==> config.mk <==
export PLATFORM = sky130hd
export DESIGN_NAME = dual_axis_gate_seq
export DESIGN_NICKNAME = d
export VERILOG_FILES = /design/src/rtl/dags_pkg.sv /design/src/rtl/dags_rst_sync.sv /design/src/rtl/dags_sync.sv /design/src/rtl/dags_route.sv /design/src/rtl/dags_axis.sv /design/src/rtl/dual_axis_gate_seq.sv
export SDC_FILE = /design/constraint.sdc
export NUM_CORES = 1
export LEC_CHECK = 0
export CAP_MARGIN = 20
export CORE_ASPECT_RATIO = 2
export CORE_MARGIN = 10
export CORE_UTILIZATION = 30
export CTS_CLUSTER_SIZE = 8
export DETAILED_ROUTE_END_ITERATION = 8
export GPL_TIMING_DRIVEN = 0
export REMOVE_ABC_BUFFERS = 1
export SETUP_SLACK_MARGIN = 0.1
export SYNTH_ARGS = -nofsm -noshare
export SYNTH_HDL_FRONTEND = slang
export SYNTH_SLANG_ARGS = --single-unit
==> constraint.sdc <==
create_clock -name clk -period 0.8 [get_ports clk]
set_clock_uncertainty 0.15 [all_clocks]
set_input_delay 0.12 -clock clk [delete_from_list [all_inputs] [get_ports clk]]
set_output_delay 0.12 -clock clk [all_outputs]
set_load 0.01 [all_outputs]
==> src/rtl/dags_pkg.sv <==
package dags_pkg;

  typedef enum logic [1:0] {
    MODE_PLAIN = 2'b00,
    MODE_CLOCK = 2'b01,
    MODE_GATE  = 2'b10,
    MODE_CROSS = 2'b11
  } axis_mode_e;

  typedef enum logic [1:0] {
    OP_AND  = 2'b00,
    OP_OR   = 2'b01,
    OP_XOR  = 2'b10,
    OP_PASS = 2'b11
  } comb_op_e;

  function automatic logic combine(input comb_op_e op, input logic a, input logic b);
    logic r;
    unique case (op)
      OP_AND:  r = a & b;
      OP_OR:   r = a | b;
      OP_XOR:  r = a ^ b;
      default: r = a;
    endcase
    return r;
  endfunction

endpackage

==> src/rtl/dags_rst_sync.sv <==
module dags_rst_sync #(
  parameter int STAGES = 2
) (
  input  logic clk,
  input  logic rst_n,
  output logic rst_int_n
);
  logic [STAGES-1:0] chain_q;
  logic [STAGES-1:0] chain_d;

  always_comb begin
    chain_d = {chain_q[STAGES-2:0], 1'b1};
  end

  always_ff @(posedge clk or negedge rst_n) begin
    if (!rst_n) chain_q <= '0;
    else        chain_q <= chain_d;
  end

  assign rst_int_n = chain_q[STAGES-1];
endmodule

==> src/rtl/dags_sync.sv <==
module dags_sync #(
  parameter int WIDTH  = 4,
  parameter int STAGES = 2
) (
  input  logic             clk,
  input  logic             rst_n,
  input  logic [WIDTH-1:0] d_i,
  output logic [WIDTH-1:0] q_o
);
  logic [WIDTH-1:0] stg_q [STAGES];
  logic             armed_q;

  always_ff @(posedge clk or negedge rst_n) begin
    if (!rst_n) armed_q <= 1'b0;
    else        armed_q <= 1'b1;
  end

  for (genvar s = 0; s < STAGES; s++) begin : g_stage
    if (s == 0) begin : g_first
      always_ff @(posedge clk or negedge rst_n) begin
        if (!rst_n) stg_q[0] <= '0;
        else        stg_q[0] <= d_i;
      end
      AST_SYNC_FIRST: assert property (@(posedge clk) disable iff (!armed_q)
        stg_q[0] == $past(d_i));
    end else begin : g_next
      always_ff @(posedge clk or negedge rst_n) begin
        if (!rst_n) stg_q[s] <= '0;
        else        stg_q[s] <= stg_q[s-1];
      end
      AST_SYNC_SHIFT: assert property (@(posedge clk) disable iff (!armed_q)
        stg_q[s] == $past(stg_q[s-1]));
    end
  end

  assign q_o = stg_q[STAGES-1];
endmodule

==> src/rtl/dags_route.sv <==
module dags_route
  import dags_pkg::*;
(
  input  logic [1:0] mode_i,
  input  logic [1:0] op_i,
  input  logic       clk_lvl_i,
  input  logic       mod_lvl_i,
  input  logic       other_clk_i,
  output logic       adv_o,
  output logic       gsig_o
);
  axis_mode_e mode;
  comb_op_e   op;
  logic       with_mod;
  logic       with_other;

  always_comb begin
    mode       = axis_mode_e'(mode_i);
    op         = comb_op_e'(op_i);
    with_mod   = combine(op, clk_lvl_i, mod_lvl_i);
    with_other = combine(op, clk_lvl_i, other_clk_i);
    unique case (mode)
      MODE_CLOCK: begin adv_o = with_mod;  gsig_o = with_mod;   end
      MODE_GATE:  begin adv_o = clk_lvl_i; gsig_o = with_mod;   end
      MODE_CROSS: begin adv_o = clk_lvl_i; gsig_o = with_other; end
      default:    begin adv_o = clk_lvl_i; gsig_o = clk_lvl_i;  end
    endcase
  end

  always_comb begin
    if (mode == MODE_PLAIN) AST_PLAIN_FOLLOWS_CLK: assert (gsig_o == clk_lvl_i);
  end
endmodule

==> src/rtl/dags_axis.sv <==
module dags_axis #(
  parameter int STEPS  = 16,
  localparam int STEP_W = $clog2(STEPS)
) (
  input  logic              clk,
  input  logic              rst_n,
  input  logic [STEP_W-1:0] len_i,
  input  logic [STEPS-1:0]  mask_i,
  input  logic              adv_i,
  input  logic              gsig_i,
  output logic [STEP_W-1:0] step_o,
  output logic              gate_o
);
  logic              adv_prev_q;
  logic [STEP_W-1:0] step_q;
  logic [STEP_W-1:0] step_d;
  logic              gate_q;
  logic              gate_d;
  logic              adv_edge;
  logic              armed_q;

  always_comb begin
    adv_edge = adv_i & ~adv_prev_q;
    step_d   = step_q;
    if (adv_edge) begin
      if (step_q >= len_i) step_d = '0;
      else                 step_d = step_q + 1'b1;
    end
    gate_d = mask_i[step_d] & gsig_i;
  end

  always_ff @(posedge clk or negedge rst_n) begin
    if (!rst_n) begin
      adv_prev_q <= 1'b0;
      step_q     <= '0;
      gate_q     <= 1'b0;
      armed_q    <= 1'b0;
    end else begin
      adv_prev_q <= adv_i;
      if (adv_edge) step_q <= step_d;
      gate_q     <= gate_d;
      armed_q    <= 1'b1;
    end
  end

  assign step_o = step_q;
  assign gate_o = gate_q;

  AST_STEP_NEEDS_EDGE: assert property (@(posedge clk) disable iff (!armed_q)
    (step_q != $past(step_q)) |-> $past(adv_edge));
  AST_STEP_WRAP_OR_INC: assert property (@(posedge clk) disable iff (!armed_q)
    (step_q != $past(step_q)) |-> (step_q == $past(step_q) + 1'b1 || step_q == '0));
  AST_GATE_NEEDS_LEVEL: assert property (@(posedge clk) disable iff (!armed_q)
    gate_q |-> $past(gsig_i));
  AST_GATE_NEEDS_MASK: assert property (@(posedge clk) disable iff (!armed_q)
    gate_q |-> |($past(mask_i) & (STEPS'(1) << step_q)));
endmodule

==> src/rtl/dual_axis_gate_seq.sv <==
module dual_axis_gate_seq #(
  parameter int STEPS       = 16,
  parameter int SYNC_STAGES = 2,
  localparam int STEP_W     = $clog2(STEPS),
  localparam int AXES       = 2
) (
  input  logic              clk,
  input  logic              rst_n,
  input  logic              x_clk_i,
  input  logic              x_mod_i,
  input  logic              y_clk_i,
  input  logic              y_mod_i,
  input  logic [1:0]        x_mode_i,
  input  logic [1:0]        y_mode_i,
  input  logic [1:0]        x_op_i,
  input  logic [1:0]        y_op_i,
  input  logic [STEP_W-1:0] x_len_i,
  input  logic [STEP_W-1:0] y_len_i,
  input  logic [STEPS-1:0]  x_mask_i,
  input  logic [STEPS-1:0]  y_mask_i,
  output logic [STEP_W-1:0] x_step_o,
  output logic [STEP_W-1:0] y_step_o,
  output logic              x_gate_o,
  output logic              y_gate_o
);
  logic                  rst_int_n;
  logic [2*AXES-1:0]     raw_in;
  logic [2*AXES-1:0]     syn_in;
  logic [AXES-1:0]       clk_lvl;
  logic [AXES-1:0]       mod_lvl;
  logic [1:0]            mode_a [AXES];
  logic [1:0]            op_a   [AXES];
  logic [STEP_W-1:0]     len_a  [AXES];
  logic [STEPS-1:0]      mask_a [AXES];
  logic [STEP_W-1:0]     step_a [AXES];
  logic [AXES-1:0]       gate_a;
  logic [AXES-1:0]       adv_a;
  logic [AXES-1:0]       gsig_a;

  dags_rst_sync #(.STAGES(2)) u_rst (
    .clk(clk), .rst_n(rst_n), .rst_int_n(rst_int_n)
  );

  assign raw_in = {y_mod_i, y_clk_i, x_mod_i, x_clk_i};

  dags_sync #(.WIDTH(2*AXES), .STAGES(SYNC_STAGES)) u_sync (
    .clk(clk), .rst_n(rst_int_n), .d_i(raw_in), .q_o(syn_in)
  );

  always_comb begin
    mode_a[0] = x_mode_i;  mode_a[1] = y_mode_i;
    op_a[0]   = x_op_i;    op_a[1]   = y_op_i;
    len_a[0]  = x_len_i;   len_a[1]  = y_len_i;
    mask_a[0] = x_mask_i;  mask_a[1] = y_mask_i;
  end

  for (genvar a = 0; a < AXES; a++) begin : g_axis
    assign clk_lvl[a] = syn_in[2*a];
    assign mod_lvl[a] = syn_in[2*a+1];

    dags_route u_route (
      .mode_i(mode_a[a]), .op_i(op_a[a]),
      .clk_lvl_i(clk_lvl[a]), .mod_lvl_i(mod_lvl[a]),
      .other_clk_i(clk_lvl[AXES-1-a]),
      .adv_o(adv_a[a]), .gsig_o(gsig_a[a])
    );

    dags_axis #(.STEPS(STEPS)) u_axis (
      .clk(clk), .rst_n(rst_int_n),
      .len_i(len_a[a]), .mask_i(mask_a[a]),
      .adv_i(adv_a[a]), .gsig_i(gsig_a[a]),
      .step_o(step_a[a]), .gate_o(gate_a[a])
    );
  end

  assign x_step_o = step_a[0];
  assign y_step_o = step_a[1];
  assign x_gate_o = gate_a[0];
  assign y_gate_o = gate_a[1];

  AST_RESET_QUIET: assert property (@(posedge clk)
    !rst_int_n |-> (x_gate_o == 1'b0 && y_gate_o == 1'b0 &&
                    x_step_o == '0 && y_step_o == '0));
endmodule

# Word level (Yosys, flattened, before mapping)
# Index checks and enable logic that the tools add are counted.
# word_totals
out_inout_bits	10
romBits	0
inputBits	54
ff_bits	22
latch_bits	0
n_memories	0
ram_bits	0
word_cells	60
# classes
n_div	0
bitwise_logic	15
shift	0
mux	16
mul	0
eq_ne	10
magnitude_cmp	4
reduce_logical	4
addsub	2
# op_table
op	count
2-to-1 mux 4 bit	4
== test 2 bit (second input constant)	6
one-hot mux 1 bit (3 select lines)	4
< comparator 4 x 5 -> 1 bit (second input constant)	2
adder 4 x 1 -> 4 bit (second input constant)	2
binary-select mux 1 bit (select 4 bit)	2
== test 2 x 1 -> 1 bit (second input constant)	4
>= comparator 4 bit	2
AND 1 bit	7
zero test 2 bit	2
2-to-1 mux 1 bit	4
one-hot mux 1 bit (2 select lines)	2
OR reduction 2 bit	2
bitwise OR 1 bit	3
bitwise XOR 1 bit	3
inverter 1 bit	2

# Depth between registers and ports, before layout
# Gate-level depths: netlist of run 1.
# depth
ltp_word	8
ltp_mapped	11
ltp_nobuf	10

# Cells and area by module
# A second synthesis of run 1 with hierarchy kept.
# hier_totals
cells_unflattened	235
hier_area_um2	2193.4
# by_module_without_submodules
module	cells_each	area_per_inst_um2	n_inst	seq_area_each_um2
dags_axis	90	767.0	2	150.1
dags_route	20	187.7	2	0.0
dags_sync	12	230.2	1	200.2
dags_rst_sync	3	53.8	1	50.0

# Worst setup path before layout of run 1
# OpenSTA, ideal clock, no wires.
# synth_path
path_kind	register to register
start	reg g_axis[1].u_axis.step_q[0]
end	reg g_axis[1].u_axis.gate_q
setup_slack_ns	-2.332
path_stages_with_launch	12
required_time_ns	0.573
n_path_buf	1
t_arrival_ns	2.905
setup_ns	0.077
synth_period_minus_slack_ns	3.132
cell_sequence	dfrtp_1 -> clkbuf_1 -> inv_1 -> ha_1 -> nand2b_1 -> a2111o_1 -> nand2_2 -> nand3_2 -> and2_1 -> o211a_1 -> or4_1 -> a21oi_1
# synth_between
elab_chain_cells	6
elab_cells_between_ends	7
cone_classes	add/sub (1); order compare (1); mux (4); bitwise (1)
# synth_rtl
element	line	source
from (decl)	dags_axis.sv:15	logic [STEP_W-1:0] step_q;
from (signal assigned)	dags_axis.sv:40	if (adv_edge) step_q <= step_d;
adder 4 x 1 -> 4 bit / >= comparator 4 bit (equally long branches)	dags_axis.sv:27, dags_axis.sv:26	
2-to-1 mux 4 bit	dags_axis.sv:26	if (step_q >= len_i) step_d = '0;
2-to-1 mux 4 bit *	dags_axis.sv:25	if (adv_edge) begin
binary-select mux 1 bit (select 4 bit) *	dags_axis.sv:29	gate_d = mask_i[step_d] & gsig_i;
2-to-1 mux 1 bit (implied by the code) *	dags_axis.sv:29	
AND 1 bit *	dags_axis.sv:29	
via g_axis[1].u_axis.gate_d	dags_axis.sv:18	logic gate_d;
to (signal assigned)	dags_axis.sv:41	gate_q <= gate_d;
to (decl)	dags_axis.sv:17	logic gate_q;
# The timed path passes the listed nets; every way through them passes the cells marked *. The select of a mux whose other input is x is not followed.
# A chain may end at the register's enable or synchronous reset.

# Final worst setup path of run 1
# layout_path
start	reg u_sync.stg_q, in the netlist u_sync.q_o[0]
end	reg g_axis[0].u_axis.gate_q
# layout_between
elab_chain_cells	8
elab_cells_between_ends	15
cone_classes	mux (7); bitwise (8)
# layout_rtl
element	line	source
from (decl)	dags_sync.sv:10	logic [WIDTH-1:0] stg_q [STAGES];
from (signal, indexed assignment)	dags_sync.sv:29	else stg_q[s] <= stg_q[s-1];
bitwise XOR 1 bit, or another cell as far along	dags_pkg.sv:22	OP_XOR: r = a ^ b;
one-hot mux 1 bit (3 select lines)	dags_pkg.sv:19	unique case (op)
2-to-1 mux 1 bit	dags_route.sv:22	unique case (mode)
AND 1 bit	dags_axis.sv:23	adv_edge = adv_i & ~adv_prev_q;
2-to-1 mux 4 bit	dags_axis.sv:25	
binary-select mux 1 bit (select 4 bit)	dags_axis.sv:29	
2-to-1 mux 1 bit (implied by the code)	dags_axis.sv:29	
AND 1 bit *	dags_axis.sv:29	
via g_axis[0].u_axis.gate_d	dags_axis.sv:18	
to (signal assigned)	dags_axis.sv:41	
to (decl)	dags_axis.sv:17	
# Marks and branches as above.

==> flow_summary.yaml, run 1 <==
status:
  status: "finished, violations left"
  violations: "hold timing, setup timing"
die:
  start_util_pct: 30.7
  dieWidth_um: 76.6
  dieHeight_um: 133
  die_area_mm2: 0.0102
  rows: 41
  core-area_mm2: 0.00626
  ios: 64
cells_and_area:
  nFillCells: 570
  drive_gt1_share_pct: 36.2
  final_common_cell: "clkdlybuf4s50_1"
  num-nets-final: 406
  final_cell_mix: "clkdlybuf4s50_1 (52), buf_6 (26), buf_4 (24)"
  stdcell_count: 415
  diodes: 0
  area_growth_pct: 79.5
  seqCellArea_um2: 566
  multi_input_area_mm2: 0.00152
placed_design:
  place.detailed.instances: 367
  dpl.hpwl_um: 4440
  pre_cts_ws_ns: -2.95
  place_congestion: 0.804
  io_buffers: 63
logic_synthesis:
  synthArstFlopShare_pct: 100
  synthCells: 221
  netlist_area_mm2: 0.00192
  synth_seq_cells: 22
  synth_ff_type: "dfrtp_1"
  ys_warn_count: 0
  synth_edf_count: 0
  synth-seq-area-share_pct: 28.6
  ys_types: 56
  synth.avg_cell_area_um2: 8.70
timing:
  finalSetupViolations: 22
  rsz0062_at_grt: "true"
  finalHoldViolCount: 2
  layout_setup_ws_ns: -2.04
  period_share_pct: 355
  fmax_mhz: 352
  timing.final.crit_period_ns: 2.84
  drv_slew: 0
  fin_hold_ws_ns: -0.122
setup_path:
  cp.required_ns: 0.76
  crit_path_start_kind: "flip-flop"
  critPathKind: "flip-flop to flip-flop"
  crit_path_max_fanout: 3
  crit_path_end_kind: "flip-flop"
  arrival_ns: 2.80
  r2r_cells: 10
pwr:
  total_power_w: 0.0101
  irDropWorstVdd_uv: 2090
  power_leakage_nw: 1.54
  power_density_mw_per_mm2: 2930
routing:
  routed_wl_um: 6400
  drc: 0
  ant_nets: 0
  drtIter0Drc: 69
  vias_per_cell: 5.04
  firstDrtPassIters: 6
  vias: 2090
  wl_per_cell_um: 15.4
grt:
  grt_max_degree: 21
  grt_usage_pct: 11.7
  grt_overflow_total: 0
  grt_pass1_wl_um: 10000
  grt_use_met3_pct: 1.21
  grt_use_met1_pct: 10.4
  antenna_found_initial: 0
  use_met2_pct: 25.3
  busiest_layer: "met2"
  grt_pass1_vias: 2219
cts:
  cts_buffer_depth: 2
  cts_root_buf: "clkbuf_16"
  clk_pin_slew_worst_paths_ns: 0.06
  cts_tree: "built"
  cts.sinks: 22
  cts.htree.levels: 1
  clkLatencyLatePin_ns: 0.25
  cts_buffers: 3
worst_hold_path:
  hold_class: "input pin to asynchronous set/reset pin"
run:
  drv_cap: 0
## layer usage
metal / up-vias / wire, um
li1: 1012 / -
met1: 1009 / 2170
met2: 53 / 3910
met3: 16 / 154
met4: 0 / 160
met5: - / 0
## final timing paths
check / from / endpoint / slack [ns]
min in group clk: y_clk_i / u_sync.stg_q[6] / 0.15
worst max register to register: u_sync.q_o[0] / g_axis[0].u_axis.gate_o / -2.04
worst min register to register: u_rst.chain_q[1] / u_sync.stg_q[6] / 0.05
max in group asynchronous: u_rst.chain_q[1] / g_axis[0].u_axis.step_o[3] / 0.22
worst max-delay path: u_sync.q_o[0] / g_axis[0].u_axis.gate_o / -2.04
worst min-delay path: rst_n / u_rst.chain_q[1] / -0.12
## cells in the mapped netlist (2+ instances only)
| cell | n | share of area (%) |
|---|---|---|
| inv_1 | 25 | 4.9 |
| dfrtp_1 | 22 | 29 |
| ha_1 | 22 | 14 |
| nand2_1 | 18 | 3.5 |
| a21oi_1 | 15 | 3.9 |
| nor2_1 | 14 | 2.7 |
| mux2i_1 | 8 | 4.2 |
| nand3_1 | 8 | 2.1 |
| o21ai_0 | 8 | 2.1 |
| nand2b_1 | 7 | 2.3 |
| a21boi_0 | 6 | 2.3 |
| and2_1 | 4 | 1.3 |
| nor3_1 | 4 | 1.0 |
| a211oi_1 | 3 | 1.2 |
| and3_1 | 3 | 0.98 |
| nor3b_1 | 3 | 1.2 |
| o21ai_2 | 3 | 1.4 |
| o22ai_1 | 3 | 0.98 |
| a2111o_1 | 2 | 1.2 |
| a311oi_1 | 2 | 0.91 |
| a32oi_1 | 2 | 0.91 |
| and3b_1 | 2 | 0.91 |
| mux2i_2 | 2 | 1.4 |
| nor2b_1 | 2 | 0.65 |
| xnor2_1 | 2 | 0.91 |
## flip-flops by register name, indices dropped and copies added, names as in the netlist
signal,cells
g_axis.u_axis.adv_prev_q,2
g_axis.u_axis.gate_o,2
g_axis.u_axis.step_o,8
u_rst.chain_q,2
u_sync.q_o,4
u_sync.stg_q,4
## where the power goes
group,switching [W],internal (W),total (W)
sequential,0.000267,0.00141,0.00168
combinational,0.00341,0.00367,0.00708
clock,0.000367,0.000992,0.00136
total,0.00404,0.00608,0.0101
## area by class of cell
type | count | share of cell area (%)
Inverter | 25 | 2.94
Sequential cell | 22 | 16.4
Multi-Input combinational cell | 171 | 43.9
Tap cell | 86 | 3.12
Clock inverter | 1 | 0.870
Clock buffer | 3 | 2.17
Timing Repair Buffer | 107 | 30.6
## critical path, cell delays in order (launching register included)
cell and delay, ns:
dfrtp_1 0.38, inv_2 0.07, ha_4 0.26, and3b_1 0.17
o21ai_2 0.08, a31oi_4 0.28, mux2i_4 0.31, mux4_2 0.54
o21a_1 0.13, o31ai_2 0.17, o221ai_1 0.16
## kinds of logic (layout without fill, tap and decap cells)
kind of cell | count (synthesis) | after routing | share of synthesized area [%]
and+or+nand+nor | 72 | 72 | 19.6
AOI/OAI and AO/OA | 63 | 63 | 23.8
buffers and inverters | 28 | 136 | 5.73
adders and majority gates | 22 | 22 | 14.3
DFF | 22 | 22 | 28.6
muxes | 11 | 11 | 6.77
xor gates and xnor gates | 2 | 2 | 0.911
other | 1 | 1 | 0.195
## per-stage QoR
stage,utilization (%),TNS [ns],hold slack [ns],instance area [um^2]
floorplan,-,-16.74,-0.326,1910
global placement,42.3,-29.49,0.142,2650
detailed placement,42.3,-30.69,0.145,2650
CTS,52.1,-19.95,-0.122,3260
global route,55.2,-21.66,-0.128,3450
finish,55.2,-20.56,-0.122,3450
## what timing repair did
item,in CTS,in global routing
pin swaps,14,15
resized for setup,114,33
hold endpoints to repair,2,2
endpoints found under the setup margin,42,22
setup buffers,34,15
Power figures use the tool's default switching activity.
==> inputs of run 2 (changes only) <==
Settings changed: CAP_MARGIN 20 to unset, SYNTH_HIERARCHICAL set to 1.
==> flow_summary.yaml, run 2 <==
die:
  core-area_mm2: 0.00721
  rows: 44
  die_area_mm2: 0.0113
  ios: 64
  dieHeight_um: 141
  dieWidth_um: 80.5
  start_util_pct: 30.4
logic_synthesis:
  synthCells: 235
  synthTopCellsByArea: "dfrtp_1 (25%), ha_1 (14%), o21ai_0 (4.6%)"
  ys_warn_count: 6
  synth.most_common_cell: "inv_1"
  synth_edf_count: 0
  synthArstFlopShare_pct: 100
  yosys.area.top_type: "dfrtp_1"
  synth.avg_cell_area_um2: 9.33
  synth_top_cell_area_share_pct: 25.1
  synth_ff_type: "dfrtp_1"
  synth-seq-area-share_pct: 25.1
  netlist_area_mm2: 0.00219
  synth_common_cells: "inv_1 (26), ha_1 (24), dfrtp_1 (22)"
  ys_types: 38
  synth_seq_cells: 22
setup_path:
  r2r_cells: 12
  ff2ff_setup_slack_ns: -2.01
  crit_path_max_fanout: 6
  crit_path_end_kind: "flip-flop"
  crit_path_start_kind: "flip-flop"
  critPathKind: "flip-flop to flip-flop"
  arrival_ns: 2.82
  r2r-end: "g_axis[1].u_axis/gate_o"
  cp.required_ns: 0.80
  r2r_start: "u_sync/q_o[2]"
cts:
  cts.htree.levels: 1
  cts_buffers: 3
  clk_pin_slew_worst_paths_ns: 0.06
  cts_buffer_depth: 2
  clkLatencyLatePin_ns: 0.25
  cts_root_buf: "clkbuf_16"
  cts_tree: "built"
  cts.sinks: 22
cells_and_area:
  nFillCells: 623
  num-nets-final: 415
  utilization_pct: 53.3
  largest_reg_flops: 8
  diodes: 0
  final_common_cell: "clkdlybuf4s50_1"
  drive_gt1_share_pct: 45.2
  multi_input_area_mm2: 0.00187
  area_growth_pct: 75.3
  seqCellArea_um2: 566
  final_cell_mix: "clkdlybuf4s50_1 (53), buf_6 (27), buf_4 (25)"
placed_design:
  place_congestion: 0.764
  dpl.hpwl_um: 4860
  io_buffers: 63
  pre_cts_ws_ns: -2.91
timing:
  layout_setup_ws_ns: -2.01
  timing.final.crit_period_ns: 2.81
  fin_setup_tns_ns: -20.97
  fin_hold_ws_ns: -0.125
  finalHoldViolCount: 2
  fmax_mhz: 355
  rsz0062_at_grt: "true"
  period_share_pct: 352
  finalSetupViolations: 22
  drv_slew: 0
pwr:
  irDropWorstVdd_uv: 1370
  power_density_mw_per_mm2: 2480
  power_leakage_nw: 1.68
  total_power_w: 0.00954
routing:
  ant_nets: 0
  firstDrtPassIters: 4
  vias_per_cell: 5.34
  drtIter0Drc: 174
  wl_per_cell_um: 17.8
  vias: 2286
  drc: 0
  routed_wl_um: 7620
grt:
  grt_pass1_vias: 2416
  grt_overflow_total: 0
  grt_usage_pct: 12.6
  grt_max_degree: 21
  antenna_found_initial: 0
  grt_pass1_wl_um: 11600
status:
  violations: "hold timing, setup timing"
  status: "finished, violations left"
worst_hold_path:
  hold_class: "input pin to asynchronous set/reset pin"
run:
  drv_cap: 0
run 2: worst max-delay path by stage:
stage	start	end	slack (ns)	depth (start not counted)
finish	u_sync/q_o[2]	g_axis[1].u_axis/gate_o	-2.01	12
global placement	u_sync/q_o[0]	g_axis[0].u_axis/gate_o	-2.84	11
CTS	u_sync/q_o[2]	g_axis[1].u_axis/gate_o	-1.99	11
floorplan	u_sync/q_o[0]	g_axis[0].u_axis/gate_o	-2.31	11
global route	u_sync/q_o[3]	g_axis[1].u_axis/gate_o	-2.09	12
detailed placement	u_sync/q_o[0]	g_axis[0].u_axis/gate_o	-2.91	11
run 2: area by class of cell:
class / instances / share of cell area, %
multi-input combinational: 172 / 48.6
timing repair buffer: 108 / 28.1
sequential: 22 / 14.7
inverter: 30 / 3.25
tap: 92 / 2.99
clock buffer: 4 / 2.31
run 2: kinds of logic (layout without fill, tap and decap cells):
group	Yosys count	after routing	synth area share [%]
fa+ha+maj	24	24	13.7
compound gates	72	72	25.9
other cells	1	1	0.171
flops	22	22	25.1
buf+inv	46	142	11.6
simple gates	58	63	15.7
mux	12	12	7.76
run 2: routing by layer:
| metal | routed length [um] | global-route usage, % |
|---|---|---|
| met2 | 4470 | 25.5 |
| met3 | 346 | 2.17 |
| met1 | 2570 | 11.7 |
| met4 | 239 | 4.20 |
| met5 | 0 | 0 |
run 2: metrics by stage:
step / hold slack (ns) / cell area (um^2) / cells
4_1_cts: -0.122 / 3590 / 417
5_1_grt: -0.125 / 3840 / 428
2_1_floorplan: -0.326 / 2050 / 219
3_3_place_gp: 0.143 / 2800 / 374
6_report: -0.125 / 3840 / 428
3_5_place_dp: 0.146 / 2800 / 374
run 2: worst max-delay path: stages (launching register included):
cell	delay, ns
dfrtp_2	0.44
inv_4	0.07
ha_4	0.18
mux4_2	0.48
nand2_2	0.11
o21ai_4	0.08
buf_4	0.15
nand2b_4	0.10
buf_6	0.14
o21ai_0	0.10
a31oi_1	0.30
o41a_1	0.20
nor4b_4	0.21
run 2: timing repair:
item | CTS | global route
cloned | 4 | 1
resized for setup | 139 | 38
hold endpoints to repair | 2 | 2
pin swaps | 19 | 18
setup buffers | 35 | 13
setup endpoints to repair | 42 | 22
run 2: where the power goes:
group          internal (W)  switching, W  total [W]
combinational       0.00333       0.00346    0.00679
clock              0.000761      0.000362    0.00112
sequential          0.00137      0.000252    0.00162
total               0.00546       0.00407    0.00954
==> inputs of run 3 (changes only) <==
Settings changed: SLEW_MARGIN set to 20.
==> results of run 3 <==
The final DEF is identical to that of run 2; final timing and power are the same.
